`config.mk`:
```
export PLATFORM = sky130hd
export DESIGN_NAME = atm_err_lpbk
export DESIGN_NICKNAME = d
export VERILOG_FILES = /design/src/rtl/atm_lpbk_pkg.sv /design/src/rtl/atm_err_inject.sv /design/src/rtl/atm_lpbk_mux.sv /design/src/rtl/atm_err_lpbk.sv
export SDC_FILE = /design/constraint.sdc
export NUM_CORES = 1
export LEC_CHECK = 0
export BUFFER_PORTS_ARGS = -buffer_cell sky130_fd_sc_hd__buf_4
export CORE_ASPECT_RATIO = 0.8
export CORE_MARGIN = 2
export CORE_UTILIZATION = 40
export DETAILED_ROUTE_END_ITERATION = 7
export PLACE_DENSITY = 0.75
export REMOVE_ABC_BUFFERS = 1
export SETUP_SLACK_MARGIN = 0.15
export SLEW_MARGIN = 20
export SYNTH_ARGS = -nofsm -noshare
export SYNTH_HDL_FRONTEND = slang
export SYNTH_HIERARCHICAL = 1
export SYNTH_SLANG_ARGS = --single-unit
export TNS_END_PERCENT = 50
```
`constraint.sdc`:
```
create_clock -name clk -period 2.2 [get_ports clk]
set_clock_uncertainty 0.1 [all_clocks]
set_input_delay 0.22 -clock clk [delete_from_list [all_inputs] [get_ports clk]]
set_output_delay 0.22 -clock clk [all_outputs]
set_load 0.1 [all_outputs]
```
`src/rtl/atm_lpbk_pkg.sv`:
```
package atm_lpbk_pkg;

    localparam int BYTE_W = 8;

    typedef enum logic [1:0] {
        LB_NORMAL = 2'b00,
        LB_RSVD   = 2'b01,
        LB_PHY    = 2'b10,
        LB_LINE   = 2'b11
    } lb_mode_e;

    typedef enum logic {
        ST_IDLE = 1'b0,
        ST_CELL = 1'b1
    } cell_st_e;

    typedef struct packed {
        logic              valid;
        logic              soc;
        logic [BYTE_W-1:0] data;
    } lane_t;

endpackage

```
`src/rtl/atm_err_inject.sv`:
```
module atm_err_inject
    import atm_lpbk_pkg::*;
#(
    parameter int CELL_BYTES = 53,
    parameter int HEC_POS    = 5,
    parameter int FLIP_BIT   = 0
) (
    input  logic  clk,
    input  logic  rst_n,
    input  lane_t in_i,
    input  logic  hec_en_i,
    input  logic  pay_en_i,
    output lane_t out_o
);

    localparam int                CNT_W    = $clog2(CELL_BYTES + 1);
    localparam logic [CNT_W-1:0]  LAST_IDX = CNT_W'(CELL_BYTES);
    localparam logic [CNT_W-1:0]  HEC_IDX  = CNT_W'(HEC_POS);
    localparam logic [BYTE_W-1:0] FLIP_MSK = BYTE_W'(1) << FLIP_BIT;

    cell_st_e         state_q, state_d;
    logic [CNT_W-1:0] cnt_q, cnt_d;
    logic             hec_q, hec_d, pay_q, pay_d;
    logic             flip;
    logic             past_ok;

    // next-state and byte position decode
    always_comb begin
        state_d = state_q;
        cnt_d   = cnt_q;
        hec_d   = hec_q;
        pay_d   = pay_q;
        flip    = 1'b0;
        if (in_i.valid) begin
            if (in_i.soc) begin
                state_d = ST_CELL;
                cnt_d   = CNT_W'(1);
                hec_d   = hec_en_i;
                pay_d   = pay_en_i;
            end else begin
                unique case (state_q)
                    ST_IDLE: ;
                    ST_CELL: begin
                        cnt_d = cnt_q + CNT_W'(1);
                        flip  = ((cnt_d == HEC_IDX) && hec_q) ||
                                ((cnt_d == LAST_IDX) && pay_q);
                        if (cnt_d == LAST_IDX) begin
                            state_d = ST_IDLE;
                        end
                    end
                    default: ;
                endcase
            end
        end
    end

    // state register
    always_ff @(posedge clk or negedge rst_n) begin
        if (!rst_n) begin
            state_q <= ST_IDLE;
            cnt_q   <= '0;
            hec_q   <= 1'b0;
            pay_q   <= 1'b0;
        end else begin
            state_q <= state_d;
            cnt_q   <= cnt_d;
            hec_q   <= hec_d;
            pay_q   <= pay_d;
        end
    end

    // output register
    always_ff @(posedge clk or negedge rst_n) begin
        if (!rst_n) begin
            out_o <= '0;
        end else begin
            out_o.valid <= in_i.valid;
            out_o.soc   <= in_i.valid & in_i.soc;
            out_o.data  <= in_i.data ^ (flip ? FLIP_MSK : '0);
        end
    end

    always_ff @(posedge clk or negedge rst_n) begin
        if (!rst_n) past_ok <= 1'b0;
        else        past_ok <= 1'b1;
    end

    assert_cnt_bound_R10: assert property (@(posedge clk) disable iff (!rst_n)
        (state_q == ST_CELL) |-> (cnt_q >= CNT_W'(1) && cnt_q < LAST_IDX));

    assert_upper_bits_R5: assert property (@(posedge clk) disable iff (!rst_n)
        (past_ok && $past(in_i.valid)) |->
            (out_o.data[BYTE_W-1:1] == $past(in_i.data[BYTE_W-1:1])));

    assert_idle_pass_R5: assert property (@(posedge clk) disable iff (!rst_n)
        (past_ok && $past(in_i.valid && state_q == ST_IDLE)) |->
            (out_o.data == $past(in_i.data)));

endmodule

```
`src/rtl/atm_lpbk_mux.sv`:
```
module atm_lpbk_mux
    import atm_lpbk_pkg::*;
(
    input  lb_mode_e mode_i,
    input  lane_t    tx_i,
    input  lane_t    rx_i,
    output lane_t    line_o,
    output lane_t    cell_o
);

    always_comb begin
        unique case (mode_i)
            LB_NORMAL, LB_RSVD: begin
                line_o = tx_i;
                cell_o = rx_i;
            end
            LB_PHY: begin
                line_o = tx_i;
                cell_o = tx_i;
            end
            LB_LINE: begin
                line_o = rx_i;
                cell_o = rx_i;
            end
            default: begin
                line_o = tx_i;
                cell_o = rx_i;
            end
        endcase
    end

endmodule

```
`src/rtl/atm_err_lpbk.sv`:
```
module atm_err_lpbk
    import atm_lpbk_pkg::*;
#(
    parameter int CELL_BYTES = 53,
    parameter int HEC_POS    = 5,
    parameter int FLIP_BIT   = 0
) (
    input  logic              clk,
    input  logic              rst_n,
    input  logic              tx_valid_i,
    input  logic              tx_soc_i,
    input  logic [BYTE_W-1:0] tx_data_i,
    input  logic              rx_valid_i,
    input  logic              rx_soc_i,
    input  logic [BYTE_W-1:0] rx_data_i,
    input  logic              hec_err_i,
    input  logic              pay_err_i,
    input  logic [1:0]        loop_sel_i,
    input  logic              clav_block_i,
    input  logic              tx_clav_i,
    output logic              tx_clav_o,
    output logic              line_tx_valid_o,
    output logic              line_tx_soc_o,
    output logic [BYTE_W-1:0] line_tx_data_o,
    output logic              cell_rx_valid_o,
    output logic              cell_rx_soc_o,
    output logic [BYTE_W-1:0] cell_rx_data_o
);

    lane_t tx_in, tx_proc, rx_dly, line_l, cell_l;
    logic  past_ok;

    assign tx_in = '{valid: tx_valid_i, soc: tx_soc_i, data: tx_data_i};

    atm_err_inject #(
        .CELL_BYTES (CELL_BYTES),
        .HEC_POS    (HEC_POS),
        .FLIP_BIT   (FLIP_BIT)
    ) u_inject (
        .clk      (clk),
        .rst_n    (rst_n),
        .in_i     (tx_in),
        .hec_en_i (hec_err_i),
        .pay_en_i (pay_err_i),
        .out_o    (tx_proc)
    );

    // receive stage matches the transmit latency
    always_ff @(posedge clk or negedge rst_n) begin
        if (!rst_n) begin
            rx_dly <= '0;
        end else begin
            rx_dly.valid <= rx_valid_i;
            rx_dly.soc   <= rx_valid_i & rx_soc_i;
            rx_dly.data  <= rx_data_i;
        end
    end

    atm_lpbk_mux u_mux (
        .mode_i (lb_mode_e'(loop_sel_i)),
        .tx_i   (tx_proc),
        .rx_i   (rx_dly),
        .line_o (line_l),
        .cell_o (cell_l)
    );

    assign line_tx_valid_o = line_l.valid;
    assign line_tx_soc_o   = line_l.soc;
    assign line_tx_data_o  = line_l.data;
    assign cell_rx_valid_o = cell_l.valid;
    assign cell_rx_soc_o   = cell_l.soc;
    assign cell_rx_data_o  = cell_l.data;

    assign tx_clav_o = tx_clav_i & ~clav_block_i;

    always_ff @(posedge clk or negedge rst_n) begin
        if (!rst_n) past_ok <= 1'b0;
        else        past_ok <= 1'b1;
    end

    assert_clav_block_R9: assert property (@(posedge clk) disable iff (!rst_n)
        clav_block_i |-> !tx_clav_o);

    assert_line_lpbk_R8: assert property (@(posedge clk) disable iff (!rst_n)
        (past_ok && loop_sel_i == 2'b11 && $past(rx_valid_i)) |->
            (line_tx_valid_o && line_tx_data_o == $past(rx_data_i)));

    assert_phy_lpbk_R7: assert property (@(posedge clk) disable iff (!rst_n)
        (loop_sel_i == 2'b10) |->
            (cell_rx_valid_o == line_tx_valid_o && cell_rx_data_o == line_tx_data_o));

    assert_normal_rx_R6: assert property (@(posedge clk) disable iff (!rst_n)
        (past_ok && loop_sel_i[1] == 1'b0 && $past(rx_valid_i)) |->
            (cell_rx_valid_o && cell_rx_data_o == $past(rx_data_i)));

endmodule

```
==> metrics.yaml <==
status:
  outcome: "finished clean"
flow_run:
  cap_violations: 0
grt:
  overflow: 0
  grt_use_total_pct: 18.45
  grt_pass1_wl_mm: 5.802
  grt_pass1_vias: 1235
  grt_max_degree: 30
  antenna_found_initial: 0
place:
  place_congestion: 0.8512
  dp.cells: 204
  io_buffer_count: 48
  dp_hpwl_mm: 2.306
  dp_slack_ps: 324.2
route:
  dr.first_iter.drc_count: 63
  ant_nets: 0
  wire_per_inst_um: 15.44
  viasPerCell: 5.217
  firstDrtPassIters: 4
  totalWireLength_mm: 3.552
  drcViolationCount: 0
  vias: 1200
yosys:
  ys_top_cells_by_area: "dfrtp_1 50%, mux2_4 10%, mux2_2 9.3%, o21ai_0 2.1%, and2_1 1.7%"
  yosysTopAreaCell: "dfrtp_1"
  ys.warnings.count: 6
  avgSynthCellArea_um2: 12.26
  yosys.cell_types.count: 37
  ys_seq_elements: 29
  ys_seq_area_share_pct: 49.74
  netlist.area_leader.share_pct: 49.74
  synthArstFlopShare_pct: 100.0
  synth_edf_count: 0
  syn_inst: 119
  syn_area_mm2: 0.001459
  synthFlopType: "dfrtp_1"
sta:
  setup_tns_ps: 0
  slew_violations: 0
  setup_ws_ps: 314.7
  final_hold_viol_count: 0
  tightest_slew_ps: 707.7
  finalCritPeriodShare_pct: 85.70
  fin_crit_ps: 1885
  rsz0062_at_grt: "no"
  relSlewSlack_pct: 52.82
  setup_viol: 0
  fmax_ghz: 0.5304
hold_path:
  min_path_cells: 2
  hold_end: "u_inject/out_o[0]"
  min_from: "tx_data_i[0]"
  hp-class: "in -> reg"
power_and_ir_drop:
  p_sw_mw: 0.5701
  power.total_mw: 1.687
  seqPwrFrac_pct: 36.9
  combPwrFrac_pct: 29.6
  internal_power_mw: 1.117
  p_clk_share_pct: 33.5
  peakVddDrop_mv: 0.4537
  power_leakage_nw: 1.007
  power.density_mw_per_mm2: 791.3
  swShare_pct: 33.79
setup_path:
  cp_max_fo: 9
  critPathLaunchType: "register"
  r2r_start: "u_inject/cnt_q[1]"
  worstPathArrival_ps: 1990
  crit_required_ps: 2300
  reg2regPathDepth: 6
  cp-end-kind: "register"
  reg2reg_slack_ps: 310
  crit_type: "reg -> reg"
  reg2reg_to: "u_inject/out_o[0]"
floorplan:
  die_x_um: 71.52
  fp-row-count: 19
  initial_core_util_pct: 42.03
  io_pins: 49
  die_area_mm2: 0.004149
  die_y_um: 58.02
  core_area_mm2: 0.003471
clock_tree:
  clkTransAtPathRegs_ps: 60
  cts_tree: "done"
  ctsResizeCount: 0
  htreeDepth: 2
  clk_path_buf_depth: 2
  postCtsSetupBuffers: 0
  cts.sinks: 29
  cts_root_buf: "clkbuf_8"
  postCtsHoldBufs: 18
  clkLatencyLatePin_ps: 280
  cts_buffers: 5
layout:
  area_growth_pct: 46.14
  mostFrequentLayoutCell: "buf_4"
  final_cells: 230
  fill_cells: 267
  drive_gt1_share_pct: 43.09
  insertedDiodeCount: 0
  mostFrequentLayoutCells: "48 x buf_4, 29 x dfrtp_1, 18 x dlygate4sd3_1"
  nets: 217
-- metrics by stage --
stage               cell area (um^2)  util, %  hold WS [ps]
detailed placement              1836    52.88         65.94
floorplan                       1423        -        -175.6
global route                    2132    61.43         10.99
CTS                             2132    61.43         17.73
global placement                1836    52.88         58.41
finish                          2132    61.43         20.97
-- cells in the mapped netlist (2+ instances only) --
| cell type | number |
|---|---|
| a21oi_1 | 4 |
| mux2_4 | 10 |
| nor3_1 | 2 |
| and2b_1 | 2 |
| a21boi_0 | 2 |
| o2bb2ai_1 | 2 |
| a22o_1 | 2 |
| mux2_2 | 12 |
| dfrtp_1 | 29 |
| ha_1 | 2 |
| buf_6 | 2 |
| o21ai_0 | 6 |
| nor2_1 | 2 |
| inv_1 | 4 |
| nand3_1 | 4 |
| nand2_1 | 6 |
| and2_1 | 4 |
| nor2b_1 | 3 |
| a31oi_1 | 2 |
| nand4_1 | 2 |
-- state kept, by name, indices dropped and copies added (netlist names) --
signal            count
rx_dly               10
u_inject/out_o       10
u_inject/cnt_q        6
u_inject/hec_q        1
u_inject/pay_q        1
u_inject/state_q      1
-- metal layers --
metal / GRT usage, % / part of all wire [%] / vias to the layer above
met5: 0 / 0 / -
met4: 7.817 / 2.5 / 0
met3: 6.783 / 8.8 / 12
met2: 30.16 / 46 / 54
met1: 22.15 / 43 / 576
li1: - / - / 558
-- worst max-delay path, stage by stage (launching register included) --
cell,delay [ps]
dfrtp_1,440
ha_1,360
nand3_1,190
nor4_2,300
a31oi_1,60
a31oi_1,190
xor2_1,160
-- kinds of logic (layout without fill, tap and decap cells) --
family                   after synthesis  count (layout)  share of synthesized area, %
AND/OR/NAND/NOR                       34              34                         14.84
flip-flops                            29              29                         49.74
multiplexers                          23              23                         20.24
AO/OA/AOI/OAI                         21              21                         9.349
buffers and inverters                  9              78                         3.515
adder cells (fa/ha/maj)                2               2                         1.715
XOR/XNOR                               1               1                        0.6005
-- worst max path at each step --
| stage | from | end | slack (ps) |
|---|---|---|---|
| 2_1_floorplan | u_inject/cnt_q[1] | u_inject/out_o[0] | 550 |
| 3_3_place_gp | loop_sel_i[0] | cell_rx_data_o[3] | 420 |
| 3_5_place_dp | u_inject/cnt_q[1] | u_inject/out_o[0] | 320 |
| 4_1_cts | u_inject/cnt_q[1] | u_inject/out_o[0] | 310 |
| 5_1_grt | u_inject/cnt_q[1] | u_inject/out_o[0] | 160 |
| 6_report | u_inject/cnt_q[1] | u_inject/out_o[0] | 310 |
-- power groups by stage --
stage          logic [mW]  registers, mW  clock network (mW)
6_report            0.500          0.623               0.564
5_1_grt             0.525          0.629               0.605
4_1_cts             0.498          0.620               0.582
3_5_place_dp        0.471          0.629                   0
3_3_place_gp        0.461          0.624                   0
2_1_floorplan       0.356          0.616                   0
-- cell type report --
class,instances,area (um^2),share of cell area [%]
clock buffers,7,86.33,4.049
clock inverters,1,30.03,1.408
inverters,4,15.01,0.7042
multi-input cells,81,681.9,31.98
flip-flops and latches,29,725.7,34.04
well taps,42,52.55,2.465
repair buffers,66,540.5,25.35
(Power assumes the default switching activity.)
